### src/rtl/pacc_pkg.sv
package pacc_pkg;

  typedef enum logic [2:0] {
    ACC_DIRECT   = 3'd0,
    ACC_UNDEF    = 3'd1,
    ACC_TRAP_HYP = 3'd2,
    ACC_TRAP_MON = 3'd3,
    ACC_REDIRECT = 3'd4
  } acc_kind_e;

  localparam int LVL_W   = 2;
  localparam int OWNER_W = 2;
  localparam int NV_W    = 3;

endpackage

### src/rtl/pacc_owner_chk.sv
module pacc_owner_chk #(
  parameter int                 OWN_W     = 2,
  parameter logic [OWN_W-1:0]   SEC_GRANT = 2'b01,
  parameter logic [OWN_W-1:0]   NS_GRANT  = 2'b11
) (
  input  logic             l3_on64,
  input  logic             nonsecure,
  input  logic [OWN_W-1:0] owner_ctl,
  output logic             deny
);

  logic granted;

  // The owner code that lets the lower levels in depends on security state.
  always_comb begin
    if (nonsecure) granted = (owner_ctl == NS_GRANT);
    else           granted = (owner_ctl == SEC_GRANT);
    deny = l3_on64 & ~granted;
  end

endmodule

### src/rtl/pacc_decide.sv
module pacc_decide
  import pacc_pkg::*;
#(
  parameter int                 CLASS_W    = 6,
  parameter logic [CLASS_W-1:0] TRAP_CLASS = 6'h18,
  parameter int                 OFF_W      = 12,
  parameter logic [OFF_W-1:0]   REDIR_OFF  = 12'h838
) (
  input  logic [LVL_W-1:0]   priv_lvl,
  input  logic               l2_on64,
  input  logic               l3_on64,
  input  logic               hyp_trap,
  input  logic               nonsecure,
  input  logic [OWNER_W-1:0] owner_ctl,
  input  logic [NV_W-1:0]    nv_ctl,
  output acc_kind_e          kind,
  output logic [CLASS_W-1:0] cls,
  output logic [OFF_W-1:0]   off
);

  logic mon_deny;
  logic hyp_hit;
  logic nv_hit;

  pacc_owner_chk #(
    .OWN_W    (OWNER_W),
    .SEC_GRANT(2'b01),
    .NS_GRANT (2'b11)
  ) u_owner (
    .l3_on64  (l3_on64),
    .nonsecure(nonsecure),
    .owner_ctl(owner_ctl),
    .deny     (mon_deny)
  );

  // Redirect pattern: top and bottom bits set, middle bit don't-care.
  assign nv_hit  = l2_on64 & nv_ctl[NV_W-1] & nv_ctl[0];
  assign hyp_hit = l2_on64 & hyp_trap;

  // Ordered chain: per level, earliest matching rule wins.
  always_comb begin
    kind = ACC_DIRECT;
    unique case (priv_lvl)
      2'd0: kind = ACC_UNDEF;
      2'd1: begin
        if (hyp_hit)       kind = ACC_TRAP_HYP;
        else if (mon_deny) kind = ACC_TRAP_MON;
        else if (nv_hit)   kind = ACC_REDIRECT;
        else               kind = ACC_DIRECT;
      end
      2'd2: begin
        if (mon_deny) kind = ACC_TRAP_MON;
        else          kind = ACC_DIRECT;
      end
      default: kind = ACC_DIRECT;
    endcase
  end

  always_comb begin
    cls = '0;
    off = '0;
    if (kind == ACC_TRAP_HYP || kind == ACC_TRAP_MON) cls = TRAP_CLASS;
    if (kind == ACC_REDIRECT)                         off = REDIR_OFF;
  end

endmodule

### src/rtl/priv_acc_gate.sv
module priv_acc_gate
  import pacc_pkg::*;
#(
  parameter int                 CLASS_W    = 6,
  parameter logic [CLASS_W-1:0] TRAP_CLASS = 6'h18,
  parameter int                 OFF_W      = 12,
  parameter logic [OFF_W-1:0]   REDIR_OFF  = 12'h838
) (
  input  logic               clk,
  input  logic               rst,
  input  logic               req_valid,
  input  logic               req_write,
  input  logic [1:0]         priv_lvl,
  input  logic               l2_on64,
  input  logic               l3_on64,
  input  logic               hyp_trap,
  input  logic               nonsecure,
  input  logic [1:0]         owner_ctl,
  input  logic [2:0]         nv_ctl,
  output logic               rsp_valid,
  output logic [2:0]         rsp_kind,
  output logic [CLASS_W-1:0] rsp_class,
  output logic [OFF_W-1:0]   rsp_mem_off,
  output logic               rsp_reg_wr,
  output logic               rsp_mem_wr
);

  acc_kind_e          d_kind;
  logic [CLASS_W-1:0] d_cls;
  logic [OFF_W-1:0]   d_off;

  pacc_decide #(
    .CLASS_W   (CLASS_W),
    .TRAP_CLASS(TRAP_CLASS),
    .OFF_W     (OFF_W),
    .REDIR_OFF (REDIR_OFF)
  ) u_decide (
    .priv_lvl (priv_lvl),
    .l2_on64  (l2_on64),
    .l3_on64  (l3_on64),
    .hyp_trap (hyp_trap),
    .nonsecure(nonsecure),
    .owner_ctl(owner_ctl),
    .nv_ctl   (nv_ctl),
    .kind     (d_kind),
    .cls      (d_cls),
    .off      (d_off)
  );

  always_ff @(posedge clk) begin
    if (rst) begin
      rsp_valid   <= 1'b0;
      rsp_kind    <= 3'd0;
      rsp_class   <= '0;
      rsp_mem_off <= '0;
      rsp_reg_wr  <= 1'b0;
      rsp_mem_wr  <= 1'b0;
    end else begin
      rsp_valid  <= req_valid;
      rsp_reg_wr <= req_valid & req_write & (d_kind == ACC_DIRECT);
      rsp_mem_wr <= req_valid & req_write & (d_kind == ACC_REDIRECT);
      if (req_valid) begin
        rsp_kind    <= d_kind;
        rsp_class   <= d_cls;
        rsp_mem_off <= d_off;
      end
    end
  end

  AST_L0_UNDEF: assert property (@(posedge clk) disable iff (rst)
    (req_valid && priv_lvl == 2'd0) |=> (rsp_kind == 3'd1));
  AST_HYP_FIRST: assert property (@(posedge clk) disable iff (rst)
    (req_valid && priv_lvl == 2'd1 && l2_on64 && hyp_trap) |=> (rsp_kind == 3'd2));
  AST_TOP_DIRECT: assert property (@(posedge clk) disable iff (rst)
    (req_valid && priv_lvl == 2'd3) |=> (rsp_kind == 3'd0));
  AST_CLASS_ZERO: assert property (@(posedge clk) disable iff (rst)
    (rsp_valid && rsp_kind != 3'd2 && rsp_kind != 3'd3) |-> (rsp_class == '0));
  AST_REDIR_OFF: assert property (@(posedge clk) disable iff (rst)
    (rsp_valid && rsp_kind == 3'd4) |-> (rsp_mem_off == REDIR_OFF));
  AST_VALID_PULSE: assert property (@(posedge clk) disable iff (rst)
    req_valid |=> rsp_valid);
  AST_NO_SPURIOUS: assert property (@(posedge clk) disable iff (rst)
    !req_valid |=> !rsp_valid);
  AST_WR_EXCL: assert property (@(posedge clk) disable iff (rst)
    !(rsp_reg_wr && rsp_mem_wr));
  AST_WR_NEEDS_VALID: assert property (@(posedge clk) disable iff (rst)
    (rsp_reg_wr || rsp_mem_wr) |-> rsp_valid);

endmodule

### config.mk
export PLATFORM = sky130hd
export DESIGN_NAME = priv_acc_gate
export DESIGN_NICKNAME = d
export VERILOG_FILES = /design/src/rtl/pacc_pkg.sv /design/src/rtl/pacc_owner_chk.sv /design/src/rtl/pacc_decide.sv /design/src/rtl/priv_acc_gate.sv
export SDC_FILE = /design/constraint.sdc
export NUM_CORES = 1
export LEC_CHECK = 0
export BUFFER_PORTS_ARGS = -buffer_cell sky130_fd_sc_hd__buf_2
export CAP_MARGIN = 25
export CORE_MARGIN = 2
export CORE_UTILIZATION = 44
export CTS_CLUSTER_DIAMETER = 100
export DETAILED_ROUTE_END_ITERATION = 8
export GPL_ROUTABILITY_DRIVEN = 0
export PLACE_DENSITY = 0.75
export SLEW_MARGIN = 20
export SYNTH_ARGS = -nofsm -noshare
export SYNTH_HDL_FRONTEND = slang
export SYNTH_HIERARCHICAL = 1
export SYNTH_SLANG_ARGS = --single-unit
### constraint.sdc
create_clock -name clk -period 1.5 [get_ports clk]
set_input_delay 0.15 -clock clk [delete_from_list [all_inputs] [get_ports clk]]
set_output_delay 0.15 -clock clk [all_outputs]
set_load 0.02 [all_outputs]
==> results of run 1 <==
state kept, by name (all words and copies together) (netlist names):
name,count
rsp_mem_wr,1
rsp_kind,3
rsp_class,6
rsp_mem_off,12
rsp_reg_wr,1
rsp_valid,1
synthesized netlist by cell type, drive strengths merged:
| master | number |
|---|---|
| a21boi | 1 |
| nand2b | 3 |
| buf | 19 |
| nor2 | 21 |
| a22oi | 1 |
| o22ai | 2 |
| nor2b | 1 |
| nor3b | 1 |
| dfxtp | 24 |
| conb | 1 |
| nand2 | 1 |
| a21oi | 2 |
| mux2i | 20 |
| nand4b | 1 |
| inv | 1 |
| clkbuf | 2 |
| or4b | 1 |
| xnor2 | 1 |
| a21bo | 1 |
| nor3 | 2 |
worst max-delay path: stages:
cell and delay (ns):
buf_2 0.10, xnor2_1 0.14, a21boi_1 0.12, a21oi_1 0.21, o22ai_1 0.15, or4b_4 0.54, nor3b_2 0.15
through the flow:
step | total power [W] | worst slack (ns)
2_1_floorplan | 0.000839 | 0.124
3_3_place_gp | 0.000876 | -0.0302
3_5_place_dp | 0.000885 | -0.124
4_1_cts | 0.00121 | 0.205
5_1_grt | 0.00126 | 0.0675
6_report | 0.00119 | 0.185
logic make-up (layout without fill, tap and decap cells):
| family | count (synthesis) | count (layout) | synth area share, % |
|---|---|---|---|
| buffers and inverters | 22 | 46 | 14.5 |
| flip-flops | 24 | 24 | 46.0 |
| XOR/XNOR | 1 | 1 | 0.838 |
| multiplexers | 20 | 20 | 19.2 |
| AO/OA/AOI/OAI | 7 | 7 | 4.55 |
| AND/OR/NAND/NOR | 31 | 31 | 14.6 |
| other | 1 | 12 | 0.359 |
final timing paths:
path,endpoint,slack (ns)
worst max register to register,rsp_mem_off[1]$_SDFFE_PP0P_,0.87
worst max-delay path,rsp_reg_wr$_SDFF_PP0_,0.18
worst min register to register,rsp_kind[2]$_SDFFE_PP0P_,0.49
worst min-delay path,rsp_mem_wr$_SDFF_PP0_,0.12
cells in the final DEF, fill, tap and decap left out:
cell type / n
nand4b_1: 1
o22ai_1: 2
nor2_1: 21
a21boi_1: 1
a21bo_1: 1
clkbuf_4: 3
dfxtp_1: 24
nor3_1: 2
nand2b_1: 3
nor2b_1: 1
a21oi_1: 2
nand2_1: 1
mux2i_1: 20
buf_4: 3
or4b_4: 1
buf_12: 1
clkbuf_8: 1
a22oi_1: 1
xnor2_1: 1
inv_1: 1
nor3b_2: 1
buf_2: 37
conb_1: 12
power groups by stage:
stage | combinational [W] | clock, W | sequential [W]
after floorplan | 0.000114 | 0 | 0.000725
after global placement | 0.000186 | 0 | 0.000689
after detailed placement | 0.000194 | 0 | 0.000691
after CTS | 0.000195 | 0.000343 | 0.000677
after global routing | 0.000213 | 0.000365 | 0.000679
final | 0.000193 | 0.000324 | 0.000676
layout make-up:
type | count | area, sq um | area share (%)
Sequential cell | 24 | 480 | 38.8
Timing Repair Buffer | 41 | 228 | 18.4
Clock buffer | 4 | 36.3 | 2.93
Tap cell | 28 | 35.0 | 2.83
Multi-Input combinational cell | 71 | 454 | 36.7
Inverter | 1 | 3.75 | 0.303
metal layers:
layer | GRT usage (%) | routed length (microns) | vias to the layer above
li1 | - | - | 395
met1 | 15.4 | 706 | 353
met2 | 29.8 | 1010 | 22
met3 | 6.86 | 120 | 0
met4 | 3.85 | 0 | 0
met5 | 0 | 0 | -
==> summary.txt, run 1 <==
Run status
  • Status: finished, final reports clean

Final layout
  • Area delta synth->final: 18.4%
  • Share of cells above drive strength 1: between 30% and 40%
  • Design area: 1240 sq um
  • Fin cells: 169
  • Antenna diode count: 0
  • Fin nets: around 160
  • Final core utilization: 55.4%
  • Filler instances: around 220

Setup path
  • Setup crit start: nonsecure
  • Critical Path Fanout Max: 4
  • Startpoint types: input pin
  • Critical Path RT: approximately 1.8 ns
  • Worst r2r src: rsp_mem_off[1]$_SDFFE_PP0P_
  • Setup CP Type: in2reg
  • Nature of the critical path endpoint: flip-flop
  • R2r worst-path depth: 2
  • Critical path arrival: around 1.6 ns

Placement
  • Placed wire-length estimate: approximately 1400 microns
  • Placed Instances: between 150 and 200
  • Cell Area, Placed: ~1200 sq um
  • Input/output buffers: 37

Detailed routing
  • Final wirelength: ~1800 microns
  • Drt initial violations: 4
  • First drt pass iteration count: 4
  • Vias per cell: approximately 4.6
  • DRC: 0
  • Via count: 770
  • Final antenna-violating net count: 0
  • Wirelength per Cell: between 10 and 15 microns

Run
  • Max-cap viol count: 0

Power and ir drop
  • PD cells: between 900 and 1000 nW/um^2
  • Gate power share: 16.2%
  • Psw: 0.000296 W
  • Switch share: about a quarter
  • Int Power: around 0.0009 W
  • P_leak: about 0.65 nW
  • Clk pwr share: approximately 27%
  • Share of power burned in registers: about 57%
  • Peak supply drop: ~0.7 mV

Min path
  • WHS Path Cells: 3
  • Hold crit path type: in2reg
  • Min-delay src: rst

Synthesis
  • Share of the synthesized area in the top cell type: between 40% and 50%
  • #FFs+latches synth: 24
  • Avg Synthesized Cell Area: between 9 and 10 sq um
  • Largest area contributor in the netlist: dfxtp_1
  • Distinct cell type count after synthesis: 21
  • Post-synthesis sequential area ratio: 46.0%
  • Mapped Area: 1040 sq um
  • Ys Warns: 6
  • Largest cells by area after synthesis: dfxtp_1, mux2i_1, buf_4
  • Synth Instances: about 110

Clock tree
  • Total CTS buffers: 3
  • Clock tree buffer depth: 2
  • Clock Latency Late Sink: approximately 0.30 ns
  • Post-CTS Hold Buffers: 0
  • Root Buffer: clkbuf_4
  • CTS H-tree depth: 1
  • CTS tree: yes
  • TritonCTS Sinks: 24
  • Post-CTS resize count: 0
  • Clock-pin slew on the worst setup and hold paths: between 0.1 and 0.15 ns
  • # Post-CTS Setup Buffers: 0

Timing
  • Relative slew slack: just over 60%
  • RSZ-0062 raised after global routing: false
  • Fin crit period: between 1 and 1.5 ns
  • Setup TNS: 0 ns
  • Clock Skew: 0 ns
  • Fmax: 0.760 GHz
  • Pin slew with the least headroom to its limit: 0.561 ns
  • Setup violators final: 0
  • Slew Limit Fails: 0
  • Hold WS: about 0.12 ns
  • Final hold viol count: 0
  • Period utilization: ~88%

GRT
  • Vias in the first global route: 748
  • GR Util All Layers: between 10% and 20%
  • Largest net degree at the start of global routing: 23
  • Number of antenna violations at the first check in global routing: 0
  • Total gr overflow: 0
  • First-pass GRT wire length: about 3100 microns

Die
  • Die extent in x: between 50 and 60 microns
  • Core area: 2230 sq um
  • Site Rows: 17
  • Die Ht: approximately 53 microns
  • Ports: 39
  • Die Area: 2780 sq um
  • Initial Util: 46.8%
Power figures use the tool's default switching activity.
==> run 2: changes to the inputs <==
--- a/config.mk
+++ b/config.mk
@@ -8,13 +8,12 @@
 export BUFFER_PORTS_ARGS = -buffer_cell sky130_fd_sc_hd__buf_2
 export CAP_MARGIN = 25
 export CORE_MARGIN = 2
-export CORE_UTILIZATION = 44
+export CORE_UTILIZATION = 33
 export CTS_CLUSTER_DIAMETER = 100
 export DETAILED_ROUTE_END_ITERATION = 8
 export GPL_ROUTABILITY_DRIVEN = 0
-export PLACE_DENSITY = 0.75
+export PLACE_DENSITY = 0.73
 export SLEW_MARGIN = 20
 export SYNTH_ARGS = -nofsm -noshare
 export SYNTH_HDL_FRONTEND = slang
-export SYNTH_HIERARCHICAL = 1
 export SYNTH_SLANG_ARGS = --single-unit
==> run 2 against run 1 <==
  * Register-to-register slack worse by 0.05 ns
  * Critical path depth is 6 lower
  * Synthesized cell count decreased by 50%
  * Utilization is 13 points lower
  * Clock power fell by 52%
  * Clock-buffer cell count is 1 lower
  * Routed wire length fell by 56%
==> summary.txt, run 2 <==
Detailed routing
  • Wirelength per Cell: between 8 and 9 microns
  • First drt pass iteration count: 4
  • Final antenna-violating net count: 0
  • DRC: 0
  • Drt initial violations: 5
  • Via count: approximately 400
  • Vias per cell: about 4.4
  • Final wirelength: a little over 800 microns

Final layout
  • Reg with most FFs: rsp_kind
  • Antenna diode count: 0
  • Commonest non-fill, non-tap cells in the layout: buf_2, conb_1, dfxtp_1
  • Share of cells above drive strength 1: 40.8%
  • Area delta synth->final: 18.5%
  • Commonest non-fill, non-tap cell in the layout: buf_2
  • Max FFs per register: 3
  • Filler instances: about 140
  • Fin nets: 93

Setup path
  • Nature of the critical path endpoint: output pin
  • Delay-heaviest family, CP: flip-flops
  • Reg-to-Reg End: rsp_kind[0]$_SDFFE_PP0P_
  • Critical Path RT: 1.35 ns
  • Slowest-stage cell, CP: dfxtp_1
  • Crit path buf inv count: 1
  • Setup CP Type: reg2out
  • Setup slack, reg-to-reg: about 0.82 ns
  • Worst r2r src: rsp_kind[0]$_SDFFE_PP0P_
  • Startpoint types: flip-flop
  • Critical Path Fanout Max: 5
  • Delay of the slowest critical-path stage: between 0.3 and 0.4 ns
  • Critical path arrival: between 0.7 and 0.8 ns
  • Worst-path cell chain: buf_2
  • R2r worst-path depth: 2

Timing
  • Final hold viol count: 0
  • Hold WS: approximately 0.12 ns
  • RSZ-0062 raised after global routing: false
  • Period utilization: 62.7%
  • Setup TNS: 0 ns
  • Fin crit period: between 0.9 and 1 ns
  • Setup violators final: 0
  • Clock Skew: 0 ns
  • Fmax: approximately 1.1 GHz
  • Slew Limit Fails: 0
  • Setup ws final: 0.560 ns

Synthesis
  • Distinct cell type count after synthesis: 21
  • Share of the synthesized area in the top cell type: between 30% and 40%
  • #FFs+latches synth: 8
  • Most frequent cell after synthesis: buf_4
  • Post-synthesis sequential area ratio: between 30% and 40%
  • Ys flop type: dfxtp_1
  • Number of synthesized flops with an enable pin: 0
  • Largest cells by area after synthesis: dfxtp_1, buf_4, a21o_1
  • Async set-reset flop share out of synthesis: 0%
  • Largest area contributor in the netlist: dfxtp_1
  • Synth Instances: between 50 and 60
  • Ys Warns: 0
  • Avg Synthesized Cell Area: roughly 9 sq um
  • Synth cell count leaders: buf_4, dfxtp_1, a21o_1, nand2b_1, nor2_1
  • Mapped Area: 473 sq um

Clock tree
  • Clock tree buffer depth: 2
  • CTS H-tree depth: 1
  • Root Buffer: clkbuf_4
  • TritonCTS Sinks: 8
  • # Post-CTS Setup Buffers: 0
  • CTS tree: yes
  • Clock Latency Late Sink: roughly 0.24 ns
  • Clock-pin slew on the worst setup and hold paths: about 0.05 ns
  • Post-CTS resize count: 0
  • Post-CTS Hold Buffers: 0
  • Total CTS buffers: 3

Placement
  • Input/output buffers: 25
  • Placed wire-length estimate: between 700 and 800 microns
  • Placement Setup Slack: between 0.3 and 0.4 ns

Min path
  • Hold crit path type: in2reg
  • WHS Path Cells: 2
  • Min-delay src: rst
  • Hold EP: rsp_kind[0]$_SDFFE_PP0P_

Power and ir drop
  • Gate power share: a little over a fifth
  • Switch share: between 20% and 30%
  • P_leak: between 0.3 and 0.4 nW
  • Int Power: around 0.00035 W
  • Share of power burned in registers: 45.9%
  • Psw: approximately 0.00014 W
  • Clk pwr share: between 30% and 40%
  • PD cells: 865 nW/um^2
  • Pwr Total: roughly 0.00048 W
  • Peak supply drop: roughly 0.28 mV

GRT
  • First-pass GRT wire length: ~1300 microns
  • GR Util All Layers: about a tenth
  • Vias in the first global route: 340
  • Largest net degree at the start of global routing: 7
  • Number of antenna violations at the first check in global routing: 0
  • Total gr overflow: 0

Die
  • Initial Util: approximately 36%
  • Die Area: ~1800 sq um
  • Core area: 1320 sq um
  • Die Ht: 41.9 microns
  • Ports: 39
  • Die extent in x: 41.9 microns
  • Site Rows: 13

Run
  • Max-cap viol count: 0

Run status
  • Status: finished, final reports clean
## run 2: worst max-delay path by stage
stage	from	endpoint	slack [ns]	cells past startpoint
after floorplan	nonsecure	rsp_kind[0]$_SDFFE_PP0P_	0.50	4
after global placement	nonsecure	rsp_kind[0]$_SDFFE_PP0P_	0.35	5
after detailed placement	nonsecure	rsp_kind[0]$_SDFFE_PP0P_	0.30	5
after CTS	rsp_mem_off[5]$_SDFFE_PP0P_	rsp_mem_off[3]	0.54	1
after global routing	rsp_mem_off[5]$_SDFFE_PP0P_	rsp_mem_off[3]	0.52	1
final	rsp_mem_off[5]$_SDFFE_PP0P_	rsp_mem_off[3]	0.56	1
## run 2: layout make-up
class	count	area, sq um	area share, %
flip-flops and latches	8	160	28.6
repair buffers	25	125	22.3
well taps	15	18.8	3.35
clock buffers	3	22.5	4.02
inverters	2	7.51	1.34
multi-input cells	38	226	40.4
## run 2: cell families (layout without fill, tap and decap cells)
group                     after synthesis  in the layout  share of synthesized area [%]
DFF                                     8              8                           33.9
xor gates and xnor gates                2              2                           3.70
AOI/OAI and AO/OA                      12             12                           19.8
and+or+nand+nor                        12             12                           14.8
buffers and inverters                  18             30                           27.0
other                                   1             12                          0.793
## run 2: power by group through the flow
stage,clock network [W],registers (W),logic (W)
after CTS,0.000165,0.000223,0.000105
final,0.000157,0.000223,0.000105
after global placement,0,0.000227,0.000103
after detailed placement,0,0.000227,0.000105
after global routing,0.000177,0.000224,0.000114
after floorplan,0,0.000236,0.0000838
## run 2: routing by layer
layer | part of all wire, % | routed length (microns) | global-route usage, %
met2 | 57 | 465 | 19.7
met1 | 32 | 259 | 7.87
met3 | 11 | 86 | 4.78
met5 | 0 | 0 | 0
met4 | 0 | 0 | 7.74
## run 2: worst reg2reg max path, delay by kind of cell, from the launching register on
family             cells  cell delay, ns
DFF                    1            0.33
and+or+nand+nor        1            0.05
AOI/OAI and AO/OA      1            0.22
## run 2: metrics by stage
step / area, sq um / utilization, % / cells
CTS: 561 / 42.5 / 91
finish: 561 / 42.5 / 91
global placement: 538 / 40.8 / 88
detailed placement: 538 / 40.8 / 88
global route: 561 / 42.5 / 91
floorplan: 514 / - / 64
==> run 3: changes to the inputs <==
--- a/config.mk
+++ b/config.mk
@@ -8,11 +8,11 @@
 export BUFFER_PORTS_ARGS = -buffer_cell sky130_fd_sc_hd__buf_2
 export CAP_MARGIN = 25
 export CORE_MARGIN = 2
-export CORE_UTILIZATION = 33
+export CORE_UTILIZATION = 36
 export CTS_CLUSTER_DIAMETER = 100
 export DETAILED_ROUTE_END_ITERATION = 8
 export GPL_ROUTABILITY_DRIVEN = 0
-export PLACE_DENSITY = 0.73
+export PLACE_DENSITY = 0.75
 export SLEW_MARGIN = 20
 export SYNTH_ARGS = -nofsm -noshare
 export SYNTH_HDL_FRONTEND = slang
==> constraint.sdc (replaced) <==
create_clock -name clk -period 1 [get_ports clk]
set_input_delay 0.1 -clock clk [delete_from_list [all_inputs] [get_ports clk]]
set_output_delay 0.1 -clock clk [all_outputs]
set_load 0.02 [all_outputs]
==> run 3 against run 2 <==
  * Utilization grew 1.6 points
  * Die area down 7.5%
  * Global-route usage increased by 2.0 points
  * First-iteration DRC count fell by 40%
  * Clock-buffer cell count did not move
  * Sequential share of layout area unchanged
  * Critical path depth up 4
  * Largest cell class unchanged
  * Largest power group unchanged
  * Highest routed layer is now met4
==> summary.txt, run 3 (synthesis gave the netlist of run 2 again) <==
Run status
  • Status: finished, final reports clean

Power and ir drop
  • P_leak: 0.319 nW
  • PD cells: roughly 1300 nW/um^2
  • Peak supply drop: 0.407 mV
  • Pwr Total: about 0.00073 W

Min path
  • Min-delay src: rst
  • Hold crit path type: in2reg

Die
  • Site Rows: 13
  • Ports: 39
  • Core area: approximately 1300 sq um
  • Die Ht: 40.2 microns
  • Die extent in x: a little over 40 microns
  • Initial Util: between 30% and 40%
  • Die Area: 1620 sq um

Clock tree
  • Total CTS buffers: 3
  • Post-CTS resize count: 0
  • CTS H-tree depth: 1
  • TritonCTS Sinks: 8
  • # Post-CTS Setup Buffers: 0
  • Clock-pin slew on the worst setup and hold paths: 0.05 ns
  • Clock Latency Late Sink: between 0.2 and 0.3 ns
  • Clock tree buffer depth: 2
  • Post-CTS Hold Buffers: 0
  • Root Buffer: clkbuf_4
  • CTS tree: yes

Timing
  • Fmax: around 1.1 GHz
  • Setup violators final: 0
  • RSZ-0062 raised after global routing: false
  • Fin crit period: 0.914 ns
  • Period utilization: 91.4%
  • Clock Skew: 0 ns
  • Setup TNS: 0 ns
  • Slew Limit Fails: 0
  • Setup ws final: about 0.086 ns
  • Final hold viol count: 0

GRT
  • GR Util All Layers: between 10% and 20%
  • Total gr overflow: 0
  • Number of antenna violations at the first check in global routing: 0
  • First-pass GRT wire length: 1310 microns
  • Largest net degree at the start of global routing: 7
  • Vias in the first global route: 330

Run
  • Max-cap viol count: 0

Placement
  • Input/output buffers: 25
  • Placed wire-length estimate: approximately 710 microns
  • Placement Setup Slack: -0.160 ns
  • Cell Area, Placed: between 500 and 600 sq um

Detailed routing
  • Vias per cell: between 4 and 5
  • Final wirelength: 809 microns
  • Drt initial violations: 3
  • DRC: 0
  • Wirelength per Cell: 8.89 microns
  • Final antenna-violating net count: 0
  • First drt pass iteration count: 2
  • Via count: 396

Final layout
  • Commonest non-fill, non-tap cells in the layout: buf_2, conb_1, dfxtp_1
  • Design area: approximately 560 sq um
  • Area delta synth->final: 18.5%
  • Fin nets: just over 90
  • Commonest non-fill, non-tap cell in the layout: buf_2
  • Max FFs per register: 3
  • Share of cells above drive strength 1: 40.8%
  • Antenna diode count: 0
  • Reg with most FFs: rsp_kind
  • Final core utilization: 44.2%

Setup path
  • Setup slack, reg-to-reg: ~0.28 ns
  • Setup crit start: nonsecure
  • Worst-path cell chain: buf_2 > xor2_1 > o21ai_2 > a211o_1 > a311oi_2
  • Critical Path RT: approximately 1.2 ns
  • Nature of the critical path endpoint: flip-flop
  • Slowest-stage cell, CP: a211o_1
  • Startpoint types: input pin
  • Worst r2r src: rsp_kind[0]$_SDFFE_PP0P_
  • Critical path arrival: roughly 1.1 ns
  • Setup CP Type: in2reg
  • Delay-heaviest family, CP: compound AO/OA/AOI/OAI gates
  • Critical Path Fanout Max: 6
  • Delay of the slowest critical-path stage: between 0.3 and 0.4 ns
  • Crit path buf inv count: 1
## run 3: worst reg2reg max path: cells and delay by family, from the launching register on
family          cells  cell delay [ns]
compound gates      1             0.25
flops               1             0.32
simple gates        1             0.05
## run 3: layout make-up
cell class / count / area (sq um)
Sequential cell: 8 / 160
Timing Repair Buffer: 25 / 125
Multi-Input combinational cell: 38 / 226
Tap cell: 15 / 18.8
Inverter: 2 / 7.51
Clock buffer: 3 / 22.5
Fill cell: 140 / 708
## run 3: worst paths after layout
kind	to	cells after the start
setup / recovery	rsp_kind[0]$_SDFFE_PP0P_	5
hold / removal	rsp_kind[0]$_SDFFE_PP0P_	2
setup reg to reg	rsp_kind[0]$_SDFFE_PP0P_	2
hold reg to reg	rsp_kind[1]$_SDFFE_PP0P_	1
## run 3: where the power goes
part	internal (W)	switching, W	total, W
sequential	0.000330	0.00000408	0.000334
combinational	0.0000530	0.000105	0.000158
clock	0.000137	0.000105	0.000242
total	0.000520	0.000214	0.000734
## run 3: through the flow
stage | hold slack [ns] | instances
floorplan | 0.168 | 64
global placement | 0.327 | 88
detailed placement | 0.332 | 88
CTS | 0.0661 | 91
global route | 0.0795 | 91
finish | 0.0755 | 91
## run 3: layer usage
metal  wire, microns  vias up  track usage, %
met2             458       16            22.2
met5               0        -               0
met3              56        2            3.33
li1                -      201               -
met1             279      177            12.7
met4              15        0            7.50
